<file path="src/rtl/mac_sat_pair.sv">
module mac_sat_pair #(
  parameter int ACC_W = 40,
  parameter int SUM_W = 48
) (
  input  logic             clk,
  input  logic             rst,
  input  logic [2:0]       mode,
  input  logic [SUM_W-1:0] sum0,
  input  logic [SUM_W-1:0] sum1,
  input  logic             en0,
  input  logic             en1,
  input  logic             mixed0,
  input  logic             mixed1,
  input  logic             full0,
  input  logic             full1,
  input  logic             msat0,
  input  logic             msat1,
  output logic [ACC_W-1:0] acc0,
  output logic [ACC_W-1:0] acc1,
  output logic             av0,
  output logic             avs0,
  output logic             av1,
  output logic             avs1,
  output logic             v,
  output logic             vs,
  output logic             illegal
);
  localparam int WW = 32;
  localparam logic [2:0] M_SF = 3'd0, M_UF = 3'd1, M_TUF = 3'd2,
                         M_UI = 3'd3, M_IH = 3'd4, M_W32 = 3'd5;

  function automatic logic fits(input logic [SUM_W-1:0] s, input int w);
    logic [SUM_W-1:0] top;
    top = s >> (w - 1);
    return (top == '0) || (top == {SUM_W{1'b1}} >> (w - 1));
  endfunction

  // returns {sat, value}
  function automatic logic [ACC_W:0] clamp(input logic [SUM_W-1:0] s, input logic [2:0] m,
                                          input logic mx, input logic ms);
    logic neg;
    logic [ACC_W-1:0] lo, pmax, nmin, wmax, wmin;
    logic [ACC_W-WW:0] wt;
    neg  = s[SUM_W-1];
    lo   = s[ACC_W-1:0];
    pmax = {1'b0, {(ACC_W-1){1'b1}}};
    nmin = {1'b1, {(ACC_W-1){1'b0}}};
    wmax = {{(ACC_W-WW+1){1'b0}}, {(WW-1){1'b1}}};
    wmin = {{(ACC_W-WW+1){1'b1}}, {(WW-1){1'b0}}};
    wt   = lo[ACC_W-1:WW-1];
    case (m)
      M_SF:  return fits(s, ACC_W) ? {1'b0, lo} : {1'b1, neg ? nmin : pmax};
      M_UF, M_TUF, M_UI:
        if (mx)                          return {1'b0, lo};
        else if (neg)                    return {1'b1, {ACC_W{1'b0}}};
        else if (|s[SUM_W-1:ACC_W])      return {1'b1, {ACC_W{1'b1}}};
        else                             return {1'b0, lo};
      M_IH:  return fits(s, WW) ? {1'b0, lo} : {1'b1, neg ? wmin : wmax};
      M_W32:
        if ((&wt) || ~|wt)               return {ms, lo};
        else                             return {1'b1, lo[ACC_W-1] ? wmin : wmax};
      default:                           return '0;
    endcase
  endfunction

  logic [ACC_W:0] r0, r1;
  logic           ov0, ov1, vn, ill;

  assign r0  = clamp(sum0, mode, mixed0, msat0);
  assign r1  = clamp(sum1, mode, mixed1, msat1);
  assign ov0 = en0 & r0[ACC_W] & (full0 | ~fits(sum0, WW));
  assign ov1 = en1 & r1[ACC_W] & (full1 | ~fits(sum1, WW));
  assign vn  = ov0 | ov1;
  assign ill = (mode > M_W32) & (en0 | en1);

  always_ff @(posedge clk) begin
    if (rst) begin
      acc0 <= '0; acc1 <= '0;
      av0 <= 1'b0; avs0 <= 1'b0; av1 <= 1'b0; avs1 <= 1'b0;
      v <= 1'b0; vs <= 1'b0; illegal <= 1'b0;
    end else begin
      illegal <= ill;
      if (!ill) begin
        if (en0) begin
          acc0 <= r0[ACC_W-1:0];
          av0  <= r0[ACC_W];
          if (r0[ACC_W]) avs0 <= 1'b1;
        end
        if (en1) begin
          acc1 <= r1[ACC_W-1:0];
          av1  <= r1[ACC_W];
          if (r1[ACC_W]) avs1 <= 1'b1;
        end
        v <= vn;
        if (vn) vs <= 1'b1;
      end
    end
  end
endmodule


</file>
<file path="config.mk">
export PLATFORM = sky130hd
export DESIGN_NAME = mac_sat_pair
export DESIGN_NICKNAME = d
export VERILOG_FILES = /design/src/rtl/mac_sat_pair.sv
export SDC_FILE = /design/constraint.sdc
export NUM_CORES = 1
export LEC_CHECK = 0
export ABC_AREA = 1
export BUFFER_PORTS_ARGS = -buffer_cell sky130_fd_sc_hd__buf_4
export CORE_ASPECT_RATIO = 1.1
export CORE_UTILIZATION = 35
export DETAILED_ROUTE_END_ITERATION = 6
export PLACE_DENSITY = 0.68
export SLEW_MARGIN = 20
export SYNTH_ARGS = -nofsm -noshare
export SYNTH_HDL_FRONTEND = slang
export SYNTH_SLANG_ARGS = --single-unit
</file>
<file path="constraint.sdc">
create_clock -name clk -period 1.53 [get_ports clk]
set_input_delay 0.0765 -clock clk [delete_from_list [all_inputs] [get_ports clk]]
set_output_delay 0.0765 -clock clk [all_outputs]
set_load 0.005 [all_outputs]
</file>
==> flow_summary.yaml, run 1 <==
run_status:
  status: "completed"
sta:
  setup_viol: 0
  fin_crit_ns: 1.29
  hold_viol_final: 0
  fin_ws_ns: 0.237
  period_share_pct: 84.5
  finalMaxSlewViolations: 0
  tightest_slew_ns: 0.657
  fin_skew_ns: 0
  slew_headroom_pct: 56.0
  rsz0062_at_grt: "no"
  timing.fmax_mhz: 774
floorplan:
  die-area_um2: 15400
  core_area_um2: 14500
  fp.dieW_um: 118
  die_h_um: 130
  start_util_pct: 35.9
  pin_count: 196
  rows: 46
clocking:
  root_buffer: "clkbuf_16"
  clockBufferDepth: 2
  cts.clk_slew.worst_paths_ns: 0.07
  cts_made_buffers: 9
  post-cts-setup-buffers: 0
  insertion_delay_ns: 0.35
  cts_tree: "done"
  htree_levels: 3
  clock_sinks: 87
grt:
  grt_pass1_vias: 5537
  overflow: 0
  antenna_found_initial: 0
  grt_max_degree: 51
  grt_pass1_wl_um: 27000
  grt_usage_pct: 21.8
cells_and_area:
  nFillCells: 1505
  fin_area_um2: 7590
  diodes: 0
  layout.nets: 1205
  drive_above_1_share_pct: 24.8
  area_delta_synth_final_pct: 45.7
critical_path:
  arrival_ns: 1.54
  path_class: "input pin to register"
  worst_setup_path_end_kind: "register"
  required_ns: 1.78
  critPathLaunchType: "input pin"
  worstPathMaxFanout: 8
pwr:
  power_mw: 6.37
  power.density_nw_per_um2: 840
  irDropWorstVdd_mv: 0.433
  leakagePower_nw: 4.03
route:
  drc_errors: 0
  drt_iter0_drc: 482
  postRouteAntennaNets: 0
  wire_per_inst_um: 13.0
  via_count: 6146
  via_per_inst: 4.75
  firstDrtPassIters: 5
  routed_wl_um: 16800
logic_synthesis:
  ys_ff_latch: 87
  synth_edf_count: 0
  yosys_most_used_dff: "dfxtp_1"
  ys_warn_count: 0
  syn_area_um2: 5210
  ys_types: 32
  yosysTopAreaCell: "dfxtp_1"
  synth.cells.most_frequent: "200 x nand2_1, 152 x nor2_1, 122 x inv_1"
  syn_area_per_cell_um2: 5.93
  synth.yosys.seq_area_share_pct: 33.4
  synthTopCellsByArea: "dfxtp_1 33%, nand2_1 14%, nor2_1 11%"
  syn_inst: 879
  synth_top_area_share_pct: 33.4
  synth_nets: 988
  yosysMostFrequentCell: "nand2_1"
  synthArstFlopShare_pct: 0
flow_run:
  max_cap_violations: 0
hold_path:
  holdCritPathClass: "input pin to register"
placement:
  dp_hpwl_um: 12200
  port_buffers: 195
  gp_congestion: 0.901
  dp_slack_ns: -0.119
  placed_cell_area_um2: 7170
worst max-delay path, cell delays in order:
cell     delay (ns)
buf_4          0.11
inv_1          0.06
nand2_1        0.05
nor2_1         0.23
nand3_1        0.24
nand4_2        0.22
and3_1         0.22
buf_4          0.16
nand3_1        0.09
nand2_1        0.06
inv_1          0.03
power breakdown:
part	switching [mW]	leakage (nW)	internal (mW)	total [mW]
Sequential	0.100	0.720	2.46	2.56
Combinational	0.784	3.16	0.776	1.56
Clock	0.940	0.143	1.32	2.26
state kept, by name (all words and copies together), names as in the netlist:
signal and count:
avs1 1, acc0 40, v 1, av1 1
illegal 1, acc1 40, vs 1, avs0 1
av0 1
layout make-up:
class                           instances  area [µm²]  share of cell area (%)
Clock inverter                          4        55.1                   0.725
Tap cell                              192         240                    3.16
Sequential cell                        87        1740                    22.9
Multi-Input combinational cell        619        2800                    36.9
Timing Repair Buffer                  251        2030                    26.7
Inverter                              128         480                    6.33
Clock buffer                           12         246                    3.25
through the flow:
stage               setup TNS, ns  hold WS [ns]  util [%]  instances
CTS                             0      0.000615      52.3       1293
finish                          0        0.0133      52.3       1293
global placement           -0.822         0.359      49.4       1265
floorplan                       0         0.239         -        879
detailed placement          -2.34         0.364      49.4       1265
global route                    0        0.0121      52.3       1293
metal layers:
| layer | vias to the layer above | track usage, % | wire length (µm) |
|---|---|---|---|
| met4 | 0 | 7.39 | 233 |
| met2 | 190 | 37.7 | 7790 |
| met1 | 2718 | 26.8 | 7640 |
| li1 | 3223 | - | - |
| met3 | 15 | 5.16 | 1130 |
| met5 | - | 0 | 0 |
logic make-up (layout without fill, tap and decap cells):
family                 Yosys count  in the layout  share of synthesized area [%]
and+or+nand+nor                432            432                           34.0
DFF                             87             87                           33.4
buffers and inverters          173            395                           13.1
AOI/OAI and AO/OA              187            187                           19.6
placed cells by master (no fill, tap or decap), drive strengths merged, types with 2 or more instances in the layout:
| cell | synthesis | layout |
|---|---|---|
| nor3 | 2 | 2 |
| a31oi | 28 | 28 |
| nand4 | 5 | 5 |
| a21boi | 6 | 6 |
| dlygate4sd3 | 0 | 12 |
| inv | 127 | 127 |
| a21oi | 40 | 40 |
| o21ai | 105 | 105 |
| nand2 | 204 | 204 |
| a41oi | 2 | 2 |
| clkbuf | 26 | 12 |
| clkinv | 1 | 3 |
| buf | 19 | 239 |
| dfxtp | 87 | 87 |
| nor2 | 153 | 153 |
| nand3 | 64 | 64 |
| o221ai | 2 | 2 |
path summary, 6_finish.rpt:
kind | startpoint | to | slack (ns) | depth (start not counted)
worst min register to register | avs1 | avs1 | 0.45 | 2
worst min-delay path | sum0[4] | acc0[4] | 0.01 | 3
worst max-delay path | sum1[45] | acc1[28] | 0.24 | 11
worst max register to register | acc1[37] | acc1[37] | 0.82 | 4
timing repair:
item,in CTS,in global routing
hold buffers,12,0
hold endpoints to repair,12,0
gates resized for setup,0,0
(Power assumes the default switching activity.)
==> run 2: changes to the inputs <==
Settings changed: PLACE_DENSITY 0.68 to 0.7.
Clock period 1.53 ns to 1 ns, I/O delays scaled along.
==> run 2 against run 1 <==
Hold slack worse by 0.0011 ns. The flow now finishes with violations (setup timing). Clock skew unchanged. Global-route usage grew 1.6 points. Critical endpoint is now acc1[1]. Power up 71%. Via count increased by 10%. Critical path depth fell by 1. Clock power increased by 66%. Highest routed layer unchanged. Setup slack got worse by 0.33 ns.
==> flow_summary.yaml, run 2 (synthesized netlist as in run 1, its figures left out) <==
pwr:
  power_mw: 10.9
  power.density_nw_per_um2: 1150
  irDropWorstVdd_mv: 1.08
  leakagePower_nw: 4.75
cells_and_area:
  final_cell_mix: "240 x buf_4, 157 x nand2_1, 134 x nor2_1, 106 x inv_1, 87 x dfxtp_1"
  area_delta_synth_final_pct: 82.3
  layout.nets: 1283
  fin_cells: 1371
  diodes: 0
  fin_util_pct: 65.5
  final_common_cell: "buf_4"
  reg_top3: "acc0 (40), acc1 (40)"
  fin_area_um2: 9500
  drive_above_1_share_pct: 42.1
critical_path:
  cp_top_family: "simple AND/OR/NAND/NOR gates"
  worstPathMaxFanout: 6
  path_depth: 10
  critPathLaunchType: "input pin"
  worst_setup_path_end_kind: "register"
  r2r_cells: 2
  critPathSlowestCell: "nand2_4"
  required_ns: 1.23
  path_cells: "buf_6, inv_4, nand2_4, nor2_4, nand3b_1, nand2_4, clkbuf_16, a21oi_2, o21ai_1, inv_1"
  critical_path_buf_inv_count: 4
  critPathMaxStageDelay_ns: 0.24
  path_class: "input pin to register"
  crit_top_cell: "nand2_4"
  arrival_ns: 1.32
hold_path:
  hold_depth: 5
  holdCritPathClass: "input pin to register"
grt:
  met2_usage_pct: 42.2
  grt_pass1_vias: 6058
  grt_pass1_wl_um: 28800
  antenna_found_initial: 0
  grt_max_degree: 38
  grtUsageMet3_pct: 5.68
  busiest_layer: "met2"
  globalRouteMet1Util_pct: 27.3
  grt_usage_pct: 23.4
  overflow: 0
placement:
  dp_hpwl_um: 13000
  dp_slack_ns: -0.488
  gp_congestion: 0.898
  placed_cell_area_um2: 7790
  port_buffers: 195
  dp.cells: 1307
route:
  firstDrtPassIters: 4
  via_count: 6760
  routed_wl_um: 20400
  drc_errors: 0
  wire_per_inst_um: 14.9
  via_per_inst: 4.93
  drt_iter0_drc: 327
  postRouteAntennaNets: 0
sta:
  fin_ws_ns: -0.0887
  timing.hold.ws_ns: 0.0122
  setup_viol: 51
  setup_tns_ns: -2.06
  slew_headroom_pct: 74.3
  timing.fmax_mhz: 919
  hold_viol_final: 0
  finalMaxSlewViolations: 0
  rsz0062_at_grt: "yes"
  period_share_pct: 109
  fin_skew_ns: 0
  fin_crit_ns: 1.09
  tightest_slew_ns: 0.382
clocking:
  cts_made_buffers: 9
  cts.clk_slew.worst_paths_ns: 0.07
  cts_tree: "done"
  clock_sinks: 87
  root_buffer: "clkbuf_16"
  clockBufferDepth: 2
  insertion_delay_ns: 0.34
  htree_levels: 3
floorplan:
  fp.dieW_um: 118
  die-area_um2: 15400
  start_util_pct: 35.9
  die_h_um: 130
  core_area_um2: 14500
  rows: 46
  pin_count: 196
flow_run:
  max_cap_violations: 0
run_status:
  status: "finished, violations left"
  violations: "setup timing"
## run 2: report_power, final
group / switching [mW] / leakage (nW) / internal, mW
sequential: 0.163 / 0.720 / 3.76
clock: 1.47 / 0.157 / 2.28
combinational: 1.57 / 3.87 / 1.64
## run 2: metal layers
layer | wire, µm | up-vias | share of wire, %
met3 | 1450 | 32 | 7.1
met1 | 8140 | 3077 | 40
li1 | - | 3390 | -
met4 | 354 | 0 | 1.7
met2 | 10400 | 261 | 51
met5 | 0 | - | 0
## run 2: worst register-to-register path, stage by stage, from the launching register on
cell,delay (ns)
dfxtp_1,0.37
o21ai_0,0.13
a31oi_1,0.24
## run 2: final timing paths
kind / from / endpoint / slack [ns]
max: sum1[44] / acc1[1] / -0.09
min: sum1[26] / acc1[26] / 0.01
max reg2reg: acc0[8] / acc0[8] / 0.16
min reg2reg: v / v / 0.45
## run 2: layout make-up
cell class                      count  area [µm²]
Inverter                          128         523
Tap cell                          192         240
Clock buffer                       12         246
Sequential cell                    87        1740
Multi-Input combinational cell    619        3580
Timing Repair Buffer              329        3090
Clock inverter                      4        77.6
Fill cell                        1271        5010
## run 2: what timing repair did
item | 4_1_cts | 5_1_grt
hold buffers | 22 | 0
resized for setup | 70 | 145
endpoints found under the hold margin | 22 | 0
setup buffers | 9 | 7
setup endpoints to repair | 66 | 82
cloned | 3 | 10
pin swaps | 11 | 56
